--- src/rtl/pool_ren_pkg.sv ---
package pool_ren_pkg;
  typedef struct packed {
    logic clearIdx;   // return every pool index to the initial state
    logic incDst;     // advance the destination pool index
    logic doResize;   // write a new pool length
    logic capture;    // rename requests of this cycle are accepted
  } renStrobe_t;
endpackage

--- src/rtl/pool_ren_ctrl.sv ---
module pool_ren_ctrl
  import pool_ren_pkg::*;
(
  input  logic       clk,
  input  logic       rstN,
  input  logic       traceStart,
  input  logic       traceEnd,
  input  logic       dstValid,
  input  logic       resizeValid,
  input  logic       resizeFits,
  output renStrobe_t strobe,
  output logic       traceActive
);
  logic activeQ;

  always_ff @(posedge clk) begin
    if (!rstN)           activeQ <= 1'b0;
    else if (traceStart) activeQ <= 1'b1;
    else if (traceEnd)   activeQ <= 1'b0;
  end

  always_comb begin
    strobe.capture  = activeQ;
    strobe.incDst   = activeQ & dstValid;
    strobe.doResize = resizeValid & ~activeQ & ~traceStart & resizeFits;
    strobe.clearIdx = traceStart | traceEnd | strobe.doResize;
  end

  assign traceActive = activeQ;
endmodule

--- src/rtl/pool_ren_datapath.sv ---
module pool_ren_datapath
  import pool_ren_pkg::*;
#(
  parameter int NUM_ARCH = 4,
  parameter int RF_DEPTH = 32,
  parameter int DEF_LEN  = 4,
  localparam int ARCH_W = $clog2(NUM_ARCH),
  localparam int ADDR_W = $clog2(RF_DEPTH),
  localparam int LEN_W  = ADDR_W + 1
) (
  input  logic              clk,
  input  logic              rstN,
  input  renStrobe_t        strobe,
  input  logic              srcValid,
  input  logic [ARCH_W-1:0] srcArch,
  input  logic [ARCH_W-1:0] dstArch,
  input  logic [ARCH_W-1:0] resizeArch,
  input  logic [LEN_W-1:0]  resizeLen,
  output logic              resizeFits,
  output logic              srcAddrValid,
  output logic [ADDR_W-1:0] srcAddr,
  output logic              dstAddrValid,
  output logic [ADDR_W-1:0] dstAddr
);
  localparam int SUM_W = LEN_W + ARCH_W + 1;

  logic [LEN_W-1:0]  lenQ    [NUM_ARCH];
  logic [ADDR_W-1:0] idxQ    [NUM_ARCH];
  logic [ADDR_W-1:0] baseC   [NUM_ARCH];
  logic [ADDR_W-1:0] nextIdx [NUM_ARCH];

  // Pool bases are running sums of the lengths; the next slot wraps at the length.
  for (genvar g = 0; g < NUM_ARCH; g++) begin : g_pool
    logic [LEN_W-1:0] bumped;
    if (g == 0) begin : g_first
      assign baseC[g] = '0;
    end else begin : g_rest
      assign baseC[g] = baseC[g-1] + lenQ[g-1][ADDR_W-1:0];
    end
    assign bumped     = {1'b0, idxQ[g]} + LEN_W'(1);
    assign nextIdx[g] = (bumped >= lenQ[g]) ? '0 : bumped[ADDR_W-1:0];
  end

  // Capacity check of a requested resize.
  always_comb begin
    logic [SUM_W-1:0] total;
    total = '0;
    for (int i = 0; i < NUM_ARCH; i++) begin
      if (ARCH_W'(i) == resizeArch) total = total + SUM_W'(resizeLen);
      else                          total = total + SUM_W'(lenQ[i]);
    end
    resizeFits = (resizeLen != '0) && (total <= SUM_W'(RF_DEPTH));
  end

  always_ff @(posedge clk) begin
    for (int i = 0; i < NUM_ARCH; i++) begin
      if (!rstN) begin
        lenQ[i] <= LEN_W'(DEF_LEN);
        idxQ[i] <= '0;
      end else begin
        if (strobe.clearIdx)                           idxQ[i] <= '0;
        else if (strobe.incDst && dstArch == ARCH_W'(i)) idxQ[i] <= nextIdx[i];
        if (strobe.doResize && resizeArch == ARCH_W'(i)) lenQ[i] <= resizeLen;
      end
    end
  end

  // Stage 1: pool slot and base; stage 2: flat address.
  logic              s1SrcV, s1DstV;
  logic [ADDR_W-1:0] s1SrcBase, s1SrcSlot, s1DstBase, s1DstSlot;

  always_ff @(posedge clk) begin
    if (!rstN) begin
      s1SrcV       <= 1'b0;
      s1DstV       <= 1'b0;
      s1SrcBase    <= '0;
      s1SrcSlot    <= '0;
      s1DstBase    <= '0;
      s1DstSlot    <= '0;
      srcAddrValid <= 1'b0;
      dstAddrValid <= 1'b0;
      srcAddr      <= '0;
      dstAddr      <= '0;
    end else begin
      s1SrcV       <= strobe.capture & srcValid;
      s1SrcBase    <= baseC[srcArch];
      s1SrcSlot    <= idxQ[srcArch];
      s1DstV       <= strobe.incDst;
      s1DstBase    <= baseC[dstArch];
      s1DstSlot    <= nextIdx[dstArch];
      srcAddrValid <= s1SrcV;
      srcAddr      <= s1SrcBase + s1SrcSlot;
      dstAddrValid <= s1DstV;
      dstAddr      <= s1DstBase + s1DstSlot;
    end
  end
endmodule

--- src/rtl/pool_renamer.sv ---
module pool_renamer
  import pool_ren_pkg::*;
#(
  parameter int NUM_ARCH = 4,
  parameter int RF_DEPTH = 32,
  parameter int DEF_LEN  = 4,
  localparam int ARCH_W = $clog2(NUM_ARCH),
  localparam int ADDR_W = $clog2(RF_DEPTH),
  localparam int LEN_W  = ADDR_W + 1
) (
  input  logic              clk,
  input  logic              rstN,
  input  logic              traceStart,
  input  logic              traceEnd,
  input  logic              srcValid,
  input  logic [ARCH_W-1:0] srcArch,
  input  logic              dstValid,
  input  logic [ARCH_W-1:0] dstArch,
  input  logic              resizeValid,
  input  logic [ARCH_W-1:0] resizeArch,
  input  logic [LEN_W-1:0]  resizeLen,
  output logic              srcAddrValid,
  output logic [ADDR_W-1:0] srcAddr,
  output logic              dstAddrValid,
  output logic [ADDR_W-1:0] dstAddr
);
  renStrobe_t strobe;
  logic       traceActive;
  logic       resizeFits;
  logic       resizeTaken;

  pool_ren_ctrl u_ctrl (
    .clk(clk), .rstN(rstN), .traceStart(traceStart), .traceEnd(traceEnd),
    .dstValid(dstValid), .resizeValid(resizeValid), .resizeFits(resizeFits),
    .strobe(strobe), .traceActive(traceActive)
  );

  pool_ren_datapath #(.NUM_ARCH(NUM_ARCH), .RF_DEPTH(RF_DEPTH), .DEF_LEN(DEF_LEN)) u_dp (
    .clk(clk), .rstN(rstN), .strobe(strobe), .srcValid(srcValid),
    .srcArch(srcArch), .dstArch(dstArch), .resizeArch(resizeArch),
    .resizeLen(resizeLen), .resizeFits(resizeFits),
    .srcAddrValid(srcAddrValid), .srcAddr(srcAddr),
    .dstAddrValid(dstAddrValid), .dstAddr(dstAddr)
  );

  assign resizeTaken = strobe.doResize;
endmodule

--- config.mk ---
export PLATFORM = sky130hd
export DESIGN_NAME = pool_renamer
export DESIGN_NICKNAME = d
export VERILOG_FILES = /design/src/rtl/pool_ren_pkg.sv /design/src/rtl/pool_ren_ctrl.sv /design/src/rtl/pool_ren_datapath.sv /design/src/rtl/pool_renamer.sv
export SDC_FILE = /design/constraint.sdc
export NUM_CORES = 1
export LEC_CHECK = 0
export ABC_AREA = 1
export BUFFER_PORTS_ARGS = -buffer_cell sky130_fd_sc_hd__buf_2
export CAP_MARGIN = 15
export CORE_MARGIN = 5
export CORE_UTILIZATION = 51
export CTS_CLUSTER_DIAMETER = 120
export CTS_CLUSTER_SIZE = 10
export DETAILED_ROUTE_END_ITERATION = 10
export PLACE_DENSITY = 0.72
export SLEW_MARGIN = 20
export SYNTH_ARGS = -nofsm -noshare
export SYNTH_HDL_FRONTEND = slang
export SYNTH_SLANG_ARGS = --single-unit
--- constraint.sdc ---
create_clock -name clk -period 10.91 [get_ports clk]
set_input_delay 2.182 -clock clk [delete_from_list [all_inputs] [get_ports clk]]
set_output_delay 2.182 -clock clk [all_outputs]
set_load 0.05 [all_outputs]
# Word-level counts from Yosys, hierarchy flattened
# Memory sizes are Yosys's and may differ from the RTL's. A register that Yosys moved wholly into a read port is not among the register bits.
# Cells that the tools add are included.
[totals]
reg_bits = 30
ramBits = 44
inputBits = 19
output_inout_bits = 12
wordCells = 142
memories = 2
[op_classes]
add_sub_neg = 14
magnitude_cmp = 7
eq_ne = 9
muxes = 63
bitwise_logic = 23
reduce_logical = 14
[mem_list]
columns = ["memory", "depth", "width", "read_ports", "rd_clocked_by_memory_dff", "wr", "line_no", "source"]
rows = [
  ["u_dp.lenQ", 4, 6, 4, 0, 4, "pool_ren_datapath.sv:27", "logic [LEN_W-1:0] lenQ [NUM_ARCH];"],
  ["u_dp.idxQ", 4, 5, 5, 1, 4, "pool_ren_datapath.sv:28", "logic [ADDR_W-1:0] idxQ [NUM_ARCH];"],
]
[ops]
columns = ["operator", "n"]
rows = [
  ["$mux W5", 18],
  ["$add A9 B6 Y9", 4],
  ["$mux W1", 34],
  ["$bmux W5 S2", 3],
  ["$mux W6", 5],
  ["$mux W9", 3],
  ["$add A5 B1 Y6 const B", 4],
  ["$ge A6 B6 Y1", 4],
  ["$add A5 B5 Y5", 4],
  ["$add A6 B6 Y7", 2],
  ["$or A1 B1 Y1", 14],
  ["$le A9 B6 Y1 const B", 1],
  ["$logic_and A1 B1 Y1", 9],
  ["$eq A2 B2 Y1 const B", 4],
  ["$ge A3 B3 Y1 const B", 2],
  ["$not A2 Y3", 2],
  ["$reduce_bool A6 Y1", 1],
  ["$and A1 B1 Y1", 5],
  ["$eq A2 B1 Y1 const B", 2],
  ["$eq A2 B2 Y1 const A", 2],
  ["$logic_not A2 Y1", 2],
  ["$eq A1 B2 Y1 const A", 1],
  ["$not A1 Y1", 2],
  ["$reduce_bool A2 Y1", 1],
  ["$logic_not A1 Y1", 1],
]

# Longest topological paths before layout
# Gate-level depths: netlist of the first run.
[depth]
ltp_word = 17
depth_mapped = 27
ltp_nobuf = 27

# Modules after synthesis
# From an unflattened synthesis of the first run, not the netlist that was laid out.
[unflattened]
cells_unflattened = 734
area_unflattened_um2 = 5715.5
[modules_own_cells]
columns = ["mod", "instances", "cells_per_inst", "area_each_um2", "seq_area_each_um2"]
rows = [
  ["pool_ren_datapath", 1, 718, 5630.4, 2001.9],
  ["pool_ren_ctrl", 1, 16, 85.1, 20.0],
]

# Worst setup path before layout of the first run
# Ideal clock, no wire load.
[synth_path]
path_kind = "input to register"
from = "in resizeArch[1]"
to = "mem u_dp.lenQ[1][0] (netlist bit), enable pin"
setup_ns = 0.377
arrival_time_ns = 5.912
t_required_ns = 10.533
slack_ns = 4.621
stages = 22
path_buffers = 2
cell_sequence = "nor2_1 clkbuf_1 o21ai_0 ha_1 a21oi_1 nand2_1 xnor2_1 inv_1 ha_1 nand2_1 inv_1 a21oi_1 xnor2_1 ha_1 a21oi_1 nand3_2 nor2_1 nand2_1 nand3_4 nand4_1 buf_6 o21ai_0"
[synth_rtl]
columns = ["item", "line_no", "source"]
rows = [
  ["start, declared", "pool_renamer.sv:20", "input logic [ARCH_W-1:0] resizeArch,"],
  ["end, declared", "pool_ren_datapath.sv:27", ""],
]

==> impl_results.md, run 1 <==
- Main synth FF type: edfxtp_1
- Tot GR Track Use: 22.2%
- Via/cell ratio: 5.42
- Seq/Total Area, Yosys: about a third
- Post-Place Cell Area: 6100 um2
- Clock Skews: 7.74 ps
- H-tree levels: 3
- Initial Util: 51.5%
- GRT overflow: 0
- RD Place Congestion: 0.980
- # nets final: 879
- Fin Setup TNS: 0 ps
- IO Count: 31
- ANT nets after route: 0
- Critical path type: input port to flop
- Yosys warning total: 0
- Fin area: 6380 um2
- Share of layout cells above drive strength 1: 7.41%
- PwrDens: 154 nW/um2
- CP endpoint kind: flop
- Area leader, netlist: edfxtp_1
- Critical Path AT: 7390 ps
- Post-detail-place hpwl: 11,500 um
- TritonCTS clock tree: yes
- Data required, critical path: 10,880 ps
- Reg power frac: roughly 36%
- Max-capacitance violation count: 0
- Post-CTS Resized: 0
- Synth Register Bits: 79
- Pleak: 3.21 nW
- Hold buffer count at CTS: 0
- Total Routed Length: 14,400 um
- Setup violators final: 0
- Crit path time final: 7420 ps
- Post-synth EDFFs: 44
- CTS Sinks: 79
- Die ar.: approximately 14,000 um2
- Initial antenna violation count: 0
- Logic gate share of total power: 35.1%
- Fin. Hold Viols: 0
- Worst-path clk slew: roughly 60 ps
- Mapped Cells: 764
- Per-cell routed wire length: approximately 15 um
- Post-synth top cells: 145 x nand2_1, 137 x inv_1, 99 x nor2_1, 62 x ha_1
- Hold slack: 414 ps
- Synth top area share: between 20 and 25%
- Die width: 117 um
- Fmax: 135 MHz
- Root Buffer: clkbuf_16
- Syn_area_per_cell: 7.63 um2
- Status: finished clean
- Area growth syn-to-layout: 9.58%
- Via count: 5,093
- Worst-margin pin slew: 888 ps
- Starting DRT DRC Count: 480
- Sw frac: a little over a third
- Hold path depth: 2
- Max Slew Vio Count: 0
- CTS Buf Count: 9
- FFs w/ async S/R, synth: 0%
- RSZ-0062 raised after global routing: false
- Pint: about 0.00062 W
- Crit path max fanout: 11
- Antenna cells: 0
- Startpoint types: input port
- Main area contributors after synthesis: edfxtp_1 23%, ha_1 13%, dfxtp_1 12%
- Clk buf depth: 2
- Worst r2r path cells: 21
- First-pass GRT wire length: around 23,000 um
- Post-CTS Setup Bufs: 0
- Syn Nets: about 850
- Port bufs: 30
- Clock power frac: between 20% and 30%
- Worst hold path type: flop to flop
- Most frequent cell after synthesis: nand2_1
- Vias in the first global route: 4,859
- Core area: 11,300 um2
- Maximum VDD drop: 0.106 mV
- NetSw: 0.000360 W
- Synthesized cell area: 5830 um2
- DRC Markers: 0
- First-pass iteration count of the detailed router: 5
- Fin crit share: between 60% and 70%
- Slew headroom: 40.6%
- DIE HEIGHT: 117 um
- Cell variety after synth: 35
- Cell Rows: 39
- Clock latency on the worst-skew pair: 340 ps
- Largest net degree at the start of global routing: 36
cell usage in the layout (no fill, tap or decap), types with 2 or more instances in the layout:
cell       count
a21oi_1       50
a31oi_1        3
buf_2         30
clkbuf_16     10
dfxtp_1       35
edfxtp_1      44
fa_1           7
ha_1          62
inv_1        137
inv_4          2
inv_6          2
nand2_1      145
nand2_2        2
nand3_1       32
nand3_2        2
nand3_4        4
nand3b_1       2
nand4_1       14
nand4_2        4
nor2_1        99
nor3_1         6
o211ai_1       3
o21ai_0       50
o21bai_1       4
o221ai_1       4
xnor2_1       10
xor2_1        22
per-layer routing:
layer | routed length, um | vias to the layer above | track usage, %
met5 | 0 | - | 0
met4 | 629 | 0 | 11.5
met3 | 927 | 38 | 3.75
met2 | 6640 | 187 | 37.1
met1 | 6160 | 2320 | 27.6
li1 | - | 2548 | -
worst max-delay path: stages:
cell,delay [ps]
buf_2,100
inv_1,50
nor2_1,510
inv_1,190
o21ai_0,200
ha_1,190
inv_1,50
fa_1,410
xnor2_1,150
ha_1,340
nand2_1,80
nand2_1,60
a21oi_1,160
xor2_1,160
inv_1,60
ha_1,330
nand2_1,80
inv_1,50
nand2_1,80
nand3_2,120
nor2_1,110
nand2_1,90
nand3_4,120
nand4_1,610
o21ai_0,900
final cells by class:
class	instances	area, um2
Inverter	138	518
Fill cell	1047	4940
Sequential cell	79	2020
Clock buffer	11	254
Multi-Input combinational cell	533	3230
Clock inverter	5	35.0
Timing Repair Buffer	30	150
Tap cell	143	179
power groups by stage:
stage / clock, W / combinational, W / sequential [W]
floorplan: 0 / 0.000258 / 0.000365
global placement: 0 / 0.000328 / 0.000355
detailed placement: 0 / 0.000340 / 0.000356
CTS: 0.000291 / 0.000342 / 0.000350
global route: 0.000306 / 0.000390 / 0.000352
finish: 0.000289 / 0.000345 / 0.000350
path summary, 6_finish.rpt:
path | start | endpoint | slack, ps
hold reg to reg | u_dp.s1SrcV | u_dp.srcAddrValid | 410
hold / removal | u_dp.s1SrcV | u_dp.srcAddrValid | 410
setup / recovery | resizeArch[0] | u_dp.lenQ[2][1] | 3490
setup reg to reg | u_dp.lenQ[0][1] | u_dp.lenQ[2][1] | 5530
registers in the layout (all words and copies together), names as in the netlist, 5 cells and up:
signal and cells:
u_dp.srcAddr 5, u_dp.idxQ 20, u_dp.lenQ 24, u_dp.s1DstBase 5, u_dp.s1SrcBase 5, u_dp.s1SrcSlot 5, u_dp.s1DstSlot 5, u_dp.dstAddr 5
metrics by stage:
step,instances,worst slack [ps],power [W],util [%]
floorplan,764,4620,0.000624,-
global placement,923,3360,0.000683,53.8
detailed placement,923,3170,0.000696,53.8
CTS,939,3510,0.000983,56.4
global route,939,3010,0.00105,56.4
finish,939,3490,0.000984,56.4
logic make-up (layout without fill, tap and decap cells):
logic type      Yosys count  count (layout)  synth area share (%)
buf+inv                 152             184                  9.92
compound gates          117             117                  10.8
simple gates            315             315                  24.1
flops                    79              79                  34.7
xor+xnor                 32              32                  4.81
fa+ha+maj                69              69                  15.7
No activity file was read; power rests on OpenSTA's default activity.
==> run 2, diff against run 1 <==
==> constraint.sdc (replaced) <==
create_clock -name clk -period 7.3 [get_ports clk]
set_input_delay 1.46 -clock clk [delete_from_list [all_inputs] [get_ports clk]]
set_output_delay 1.46 -clock clk [all_outputs]
set_load 0.05 [all_outputs]
==> impl_results.md, run 2 (synthesis results as in run 1) <==
- Status: finished clean
- Port bufs: 30
- Reg with most FFs: u_dp.lenQ
- Max Slew Vio Count: 0
- # nets final: roughly 880
- Post-CTS Resized: 0
- CTS Buf Count: 9
- Clock power frac: 29.8%
- ANT nets after route: 0
- First-pass GRT wire length: approximately 24,000 um
- Initial antenna violation count: 0
- Share of layout cells above drive strength 1: 7.88%
- Vias in the first global route: between 5,000 and 6,000
- NetSw: between 0.0005 and 0.0006 W
- PwrDens: 231 nW/um2
- Root Buffer: clkbuf_16
- Core area: 11,300 um2
- FILL cells: between 1,000 and 1,500
- Tot GR Track Use: roughly 22%
- Clock Skews: 9.20 ps
- Critical Path AT: 5750 ps
- Largest net degree at the start of global routing: 36
- First-pass iteration count of the detailed router: 5
- Critical Path Start: resizeArch[0]
- Fin Setup TNS: 0 ps
- Die ar.: 13,700 um2
- Worst-path clk slew: 60 ps
- Reg2reg start: u_dp.lenQ[0][0]
- Cell Rows: 39
- Fin area: 6430 um2
- Sw frac: 35.9%
- Antenna cells: 0
- Setup violators final: 0
- Fin crit share: roughly four fifths
- Starting DRT DRC Count: 431
- Sequential Area: 2020 um2
- Maximum VDD drop: 0.185 mV
- Fmax: 173 MHz
- Area growth syn-to-layout: 10.3%
- Highest-count cells in the layout ignoring fill and taps: 145 x nand2_1, 137 x inv_1, 99 x nor2_1, 62 x ha_1
- R2r endpoint: u_dp.lenQ[3][0]
- Post-CTS Setup Bufs: 0
- TritonCTS clock tree: yes
- Final Util: ~57%
- Clk buf depth: 2
- Post-detail-place hpwl: 11,700 um
- Reg power frac: 35.2%
- H-tree levels: 3
- Die width: between 100 and 150 um
- GRT overflow: 0
- Clock latency on the worst-skew pair: 330 ps
- Pleak: around 3.2 nW
- Worst hold path type: flop to flop
- Hold buffer count at CTS: 0
- Max-capacitance violation count: 0
- Fin. Hold Viols: 0
- Slew headroom: 35.0%
- Worst setup path end: u_dp.lenQ[3][0]
- RSZ-0062 raised after global routing: false
- RD Place Congestion: 0.919
- DRC Markers: 0
- Most common cell after layout, fill and taps aside: nand2_1
- Largest register FFs: 24
- Footprint of the multi-input gates: 3230 um2
- CP endpoint kind: flop
- Critical path type: input port to flop
- DIE HEIGHT: roughly 120 um
- Total Routed Length: 14,400 um
- Pint: roughly 0.00095 W
- Via count: 5,124
- Data required, critical path: 7260 ps
- Per-cell routed wire length: 15.3 um
- Crit path max fanout: 11
- Startpoint types: input port
- Worst r2r path cells: 22
- Initial Util: approximately half
- IO Count: 31
- Logic gate share of total power: 35.0%
- Crit path time final: 5790 ps
- Reg2Reg Setup Slack: 2490 ps
- Post-Place Cell Area: 6130 um2
- CTS Sinks: slightly below 80
- Via/cell ratio: 5.43
- Largest regs: u_dp.lenQ x24, u_dp.idxQ x20
- Worst-margin pin slew: 972 ps
-- run 2: cell count changes in the layout (fill, tap and decap cells not counted), sizes merged --
cell,change
clkinv,+1
buf,+4
clkbuf,+1
inv,-2
-- run 2: power groups by stage --
| stage | clock [W] | combinational [W] | sequential [W] |
|---|---|---|---|
| 2_1_floorplan | 0 | 0.000386 | 0.000546 |
| 4_1_cts | 0.000450 | 0.000516 | 0.000522 |
| 3_3_place_gp | 0 | 0.000493 | 0.000531 |
| 5_1_grt | 0.000472 | 0.000592 | 0.000526 |
| 6_report | 0.000444 | 0.000521 | 0.000523 |
| 3_5_place_dp | 0 | 0.000513 | 0.000532 |
-- run 2: area by class of cell --
type                    instances  area share [%]
well taps                     143            2.78
repair buffers                 34            2.80
clock inverters                 4           0.350
clock buffers                  12            4.34
multi-input cells             533            50.2
inverters                     138            8.06
flip-flops and latches         79            31.5
-- run 2: how the worst min path moves through the flow --
stage / startpoint / cells after the start / slack, ps / to
final: u_dp.s1SrcV / 2 / 420 / u_dp.srcAddrValid
after global routing: u_dp.s1SrcV / 2 / 450 / u_dp.srcAddrValid
after CTS: u_dp.s1SrcV / 2 / 420 / u_dp.srcAddrValid
after detailed placement: u_dp.s1SrcV / 2 / 410 / u_dp.srcAddrValid
after global placement: u_dp.s1SrcV / 2 / 420 / u_dp.srcAddrValid
after floorplan: u_dp.s1DstV / 2 / 390 / u_dp.dstAddrValid
-- run 2: critical path, stage by stage --
cell	delay, ps
buf_2	100
inv_1	50
nor2_1	90
buf_4	180
inv_1	100
o21ai_0	160
ha_1	200
inv_1	60
fa_1	410
xnor2_1	150
ha_1	330
nand2_1	80
nand2_1	60
a21oi_1	150
xor2_1	150
inv_1	50
ha_1	320
nand2_1	80
inv_1	50
nand3_1	90
nand3_2	100
nor2_1	110
nand2_1	90
nand3_4	110
nand4_1	310
o21ai_0	690
-- run 2: per-stage QoR --
step / std cells / worst slack [ps] / power [W] / hold slack, ps
2_1_floorplan: 764 / 1730 / 0.000932 / 390
6_report: 943 / 1510 / 0.00149 / 416
3_3_place_gp: 927 / 1330 / 0.00102 / 420
4_1_cts: 943 / 1500 / 0.00149 / 423
5_1_grt: 943 / 1030 / 0.00159 / 451
3_5_place_dp: 927 / 1150 / 0.00104 / 409
-- run 2: per-layer routing --
layer | up-vias | wire [um] | track usage [%]
met5 | - | 0 | 0
met4 | 0 | 633 | 11.1
met3 | 43 | 920 | 3.55
met2 | 183 | 6640 | 36.7
met1 | 2349 | 6230 | 29.0
li1 | 2549 | - | -
==> run 3, diff against run 2 <==
--- a/config.mk
+++ b/config.mk
@@ -13,7 +13,7 @@
 export CTS_CLUSTER_DIAMETER = 120
 export CTS_CLUSTER_SIZE = 10
 export DETAILED_ROUTE_END_ITERATION = 10
-export PLACE_DENSITY = 0.72
+export PLACE_DENSITY = 0.75
 export SLEW_MARGIN = 20
 export SYNTH_ARGS = -nofsm -noshare
 export SYNTH_HDL_FRONTEND = slang
==> constraint.sdc (replaced) <==
create_clock -name clk -period 5.15 [get_ports clk]
set_input_delay 1.03 -clock clk [delete_from_list [all_inputs] [get_ports clk]]
set_output_delay 1.03 -clock clk [all_outputs]
set_load 0.05 [all_outputs]
==> impl_results.md, run 3 (synthesis results as in run 1) <==
- Status: finished clean
- Clock power frac: 29.3%
- Fmax: 206 MHz
- Buf/Inv on CP: 8
- Data required, critical path: 5250 ps
- IO Count: 31
- Fin crit share: between 90% and 100%
- Startpoint types: input port
- Die ar.: 13,700 um2
- ANT nets after route: 0
- Max Slew Vio Count: 0
- Most common cell after layout, fill and taps aside: nand2_1
- Per-cell routed wire length: ~15 um
- Area growth syn-to-layout: 12.2%
- Initial antenna violation count: 0
- Starting DRT DRC Count: 393
- Worst-margin pin slew: 760 ps
- CP endpoint kind: flop
- Crit path max fanout: 9
- Clock Skews: ~7.3 ps
- Post-detail-place hpwl: 11,100 um
- Tot GR Track Use: 21.6%
- Pleak: 3.29 nW
- DRC Markers: 0
- Clk buf depth: 2
- CTS Buf Count: 9
- Highest-count cells in the layout ignoring fill and taps: 145 x nand2_1, 137 x inv_1, 98 x nor2_1, 62 x ha_1, 50 x o21ai_0
- First-pass GRT wire length: 22,800 um
- Worst hold path type: flop to flop
- Hold buffer count at CTS: 0
- CTS Sinks: between 70 and 80
- Port bufs: 30
- Core area: 11,300 um2
- TritonCTS clock tree: yes
- Pwr Total: ~0.0021 W
- Max-capacitance violation count: 0
- CP max stage delay: about 420 ps
- Cell family with most CP delay: adder cells
- # nets final: 895
- Fin. Hold Viols: 0
- GRT overflow: 0
- Crit path setup slack, layout: 297 ps
- Via/cell ratio: around 5.3
- Via count: 5,048
- H-tree levels: 3
- Antenna cells: 0
- Share of layout cells above drive strength 1: approximately a tenth
- Crit path time final: a little under 5000 ps
- NetSw: 0.000789 W
- Reg with most FFs: u_dp.lenQ
- Worst-path clk slew: roughly 60 ps
- Die width: 117 um
- Logic gate share of total power: a little over a third
- Maximum VDD drop: roughly 0.25 mV
- PwrDens: approximately 330 nW/um2
- Pre-CTS setup slack: -110 ps
- Vias in the first global route: 4,889
- Setup violators final: 0
- DIE HEIGHT: 117 um
- Largest net degree at the start of global routing: 36
- Largest register FFs: 24
- Total Routed Length: 14,000 um
- Reg power frac: 34.5%
- Critical Path AT: 4950 ps
- RD Place Congestion: 0.921
- Critical path type: input port to flop
- Slew headroom: 49.3%
- Pint: 0.00135 W
- Slowest-stage cell, CP: fa_1
- Largest regs: u_dp.lenQ x24, u_dp.idxQ x20
- Initial Util: 51.5%
- Root Buffer: clkbuf_16
- Sw frac: 36.8%
- Clock latency on the worst-skew pair: 340 ps
- Most frequent CP cell: inv_1
- First-pass iteration count of the detailed router: 5
- Cell Rows: 39
-- run 3: path summary, 6_finish.rpt --
check / startpoint / endpoint / cells after the start / slack (ps)
max: resizeArch[1] / u_dp.idxQ[1][2] / 27 / 300
min: u_dp.s1SrcV / u_dp.srcAddrValid / 2 / 420
max reg2reg: u_dp.lenQ[0][1] / u_dp.idxQ[1][2] / 23 / 720
min reg2reg: u_dp.s1SrcV / u_dp.srcAddrValid / 2 / 420
-- run 3: stage by stage --
stage / setup TNS [ps] / hold slack [ps] / utilization, % / instance area (um2) / std cells
final: 0 / 417 / 57.8 / 6540 / 955
after global routing: -144 / 450 / 57.8 / 6540 / 955
after CTS: 0 / 425 / 57.5 / 6510 / 954
after detailed placement: -3360 / 411 / 54.8 / 6210 / 938
after global placement: -2930 / 408 / 54.8 / 6210 / 938
after floorplan: 0 / 390 / - / 5830 / 764
-- run 3: per-layer routing --
layer	GRT usage [%]	routed length, um	vias up
met4	10.0	581	0
li1	-	-	2568
met1	26.8	6000	2284
met2	36.3	6490	157
met5	0	0	-
met3	4.37	907	39
-- run 3: repair_timing --
| action | CTS | global route |
|---|---|---|
| gates resized for setup | 0 | 5 |
| setup endpoints to repair | 0 | 64 |
| setup buffers | 0 | 1 |
-- run 3: power groups by stage --
| stage | clock (W) | combinational, W | sequential [W] |
|---|---|---|---|
| after floorplan | 0 | 0.000548 | 0.000774 |
| after global placement | 0 | 0.000741 | 0.000751 |
| after detailed placement | 0 | 0.000749 | 0.000752 |
| after CTS | 0.000635 | 0.000753 | 0.000739 |
| after global routing | 0.000667 | 0.000873 | 0.000744 |
| final | 0.000628 | 0.000775 | 0.000740 |
-- run 3: layout make-up --
| type | count | area [um2] |
|---|---|---|
| Fill cell | 1075 | 4780 |
| Multi-Input combinational cell | 533 | 3250 |
| Sequential cell | 79 | 2020 |
| Inverter | 138 | 518 |
| Timing Repair Buffer | 46 | 270 |
| Clock buffer | 10 | 250 |
| Tap cell | 143 | 179 |
| Clock inverter | 6 | 48.8 |
-- run 3: worst register-to-register path: cells and delay by family, from the launching register on --
kind,cells,cell delay (ps)
compound gates,3,520
xor+xnor,2,310
fa+ha+maj,3,1060
buf+inv,7,920
flops,1,430
simple gates,8,970
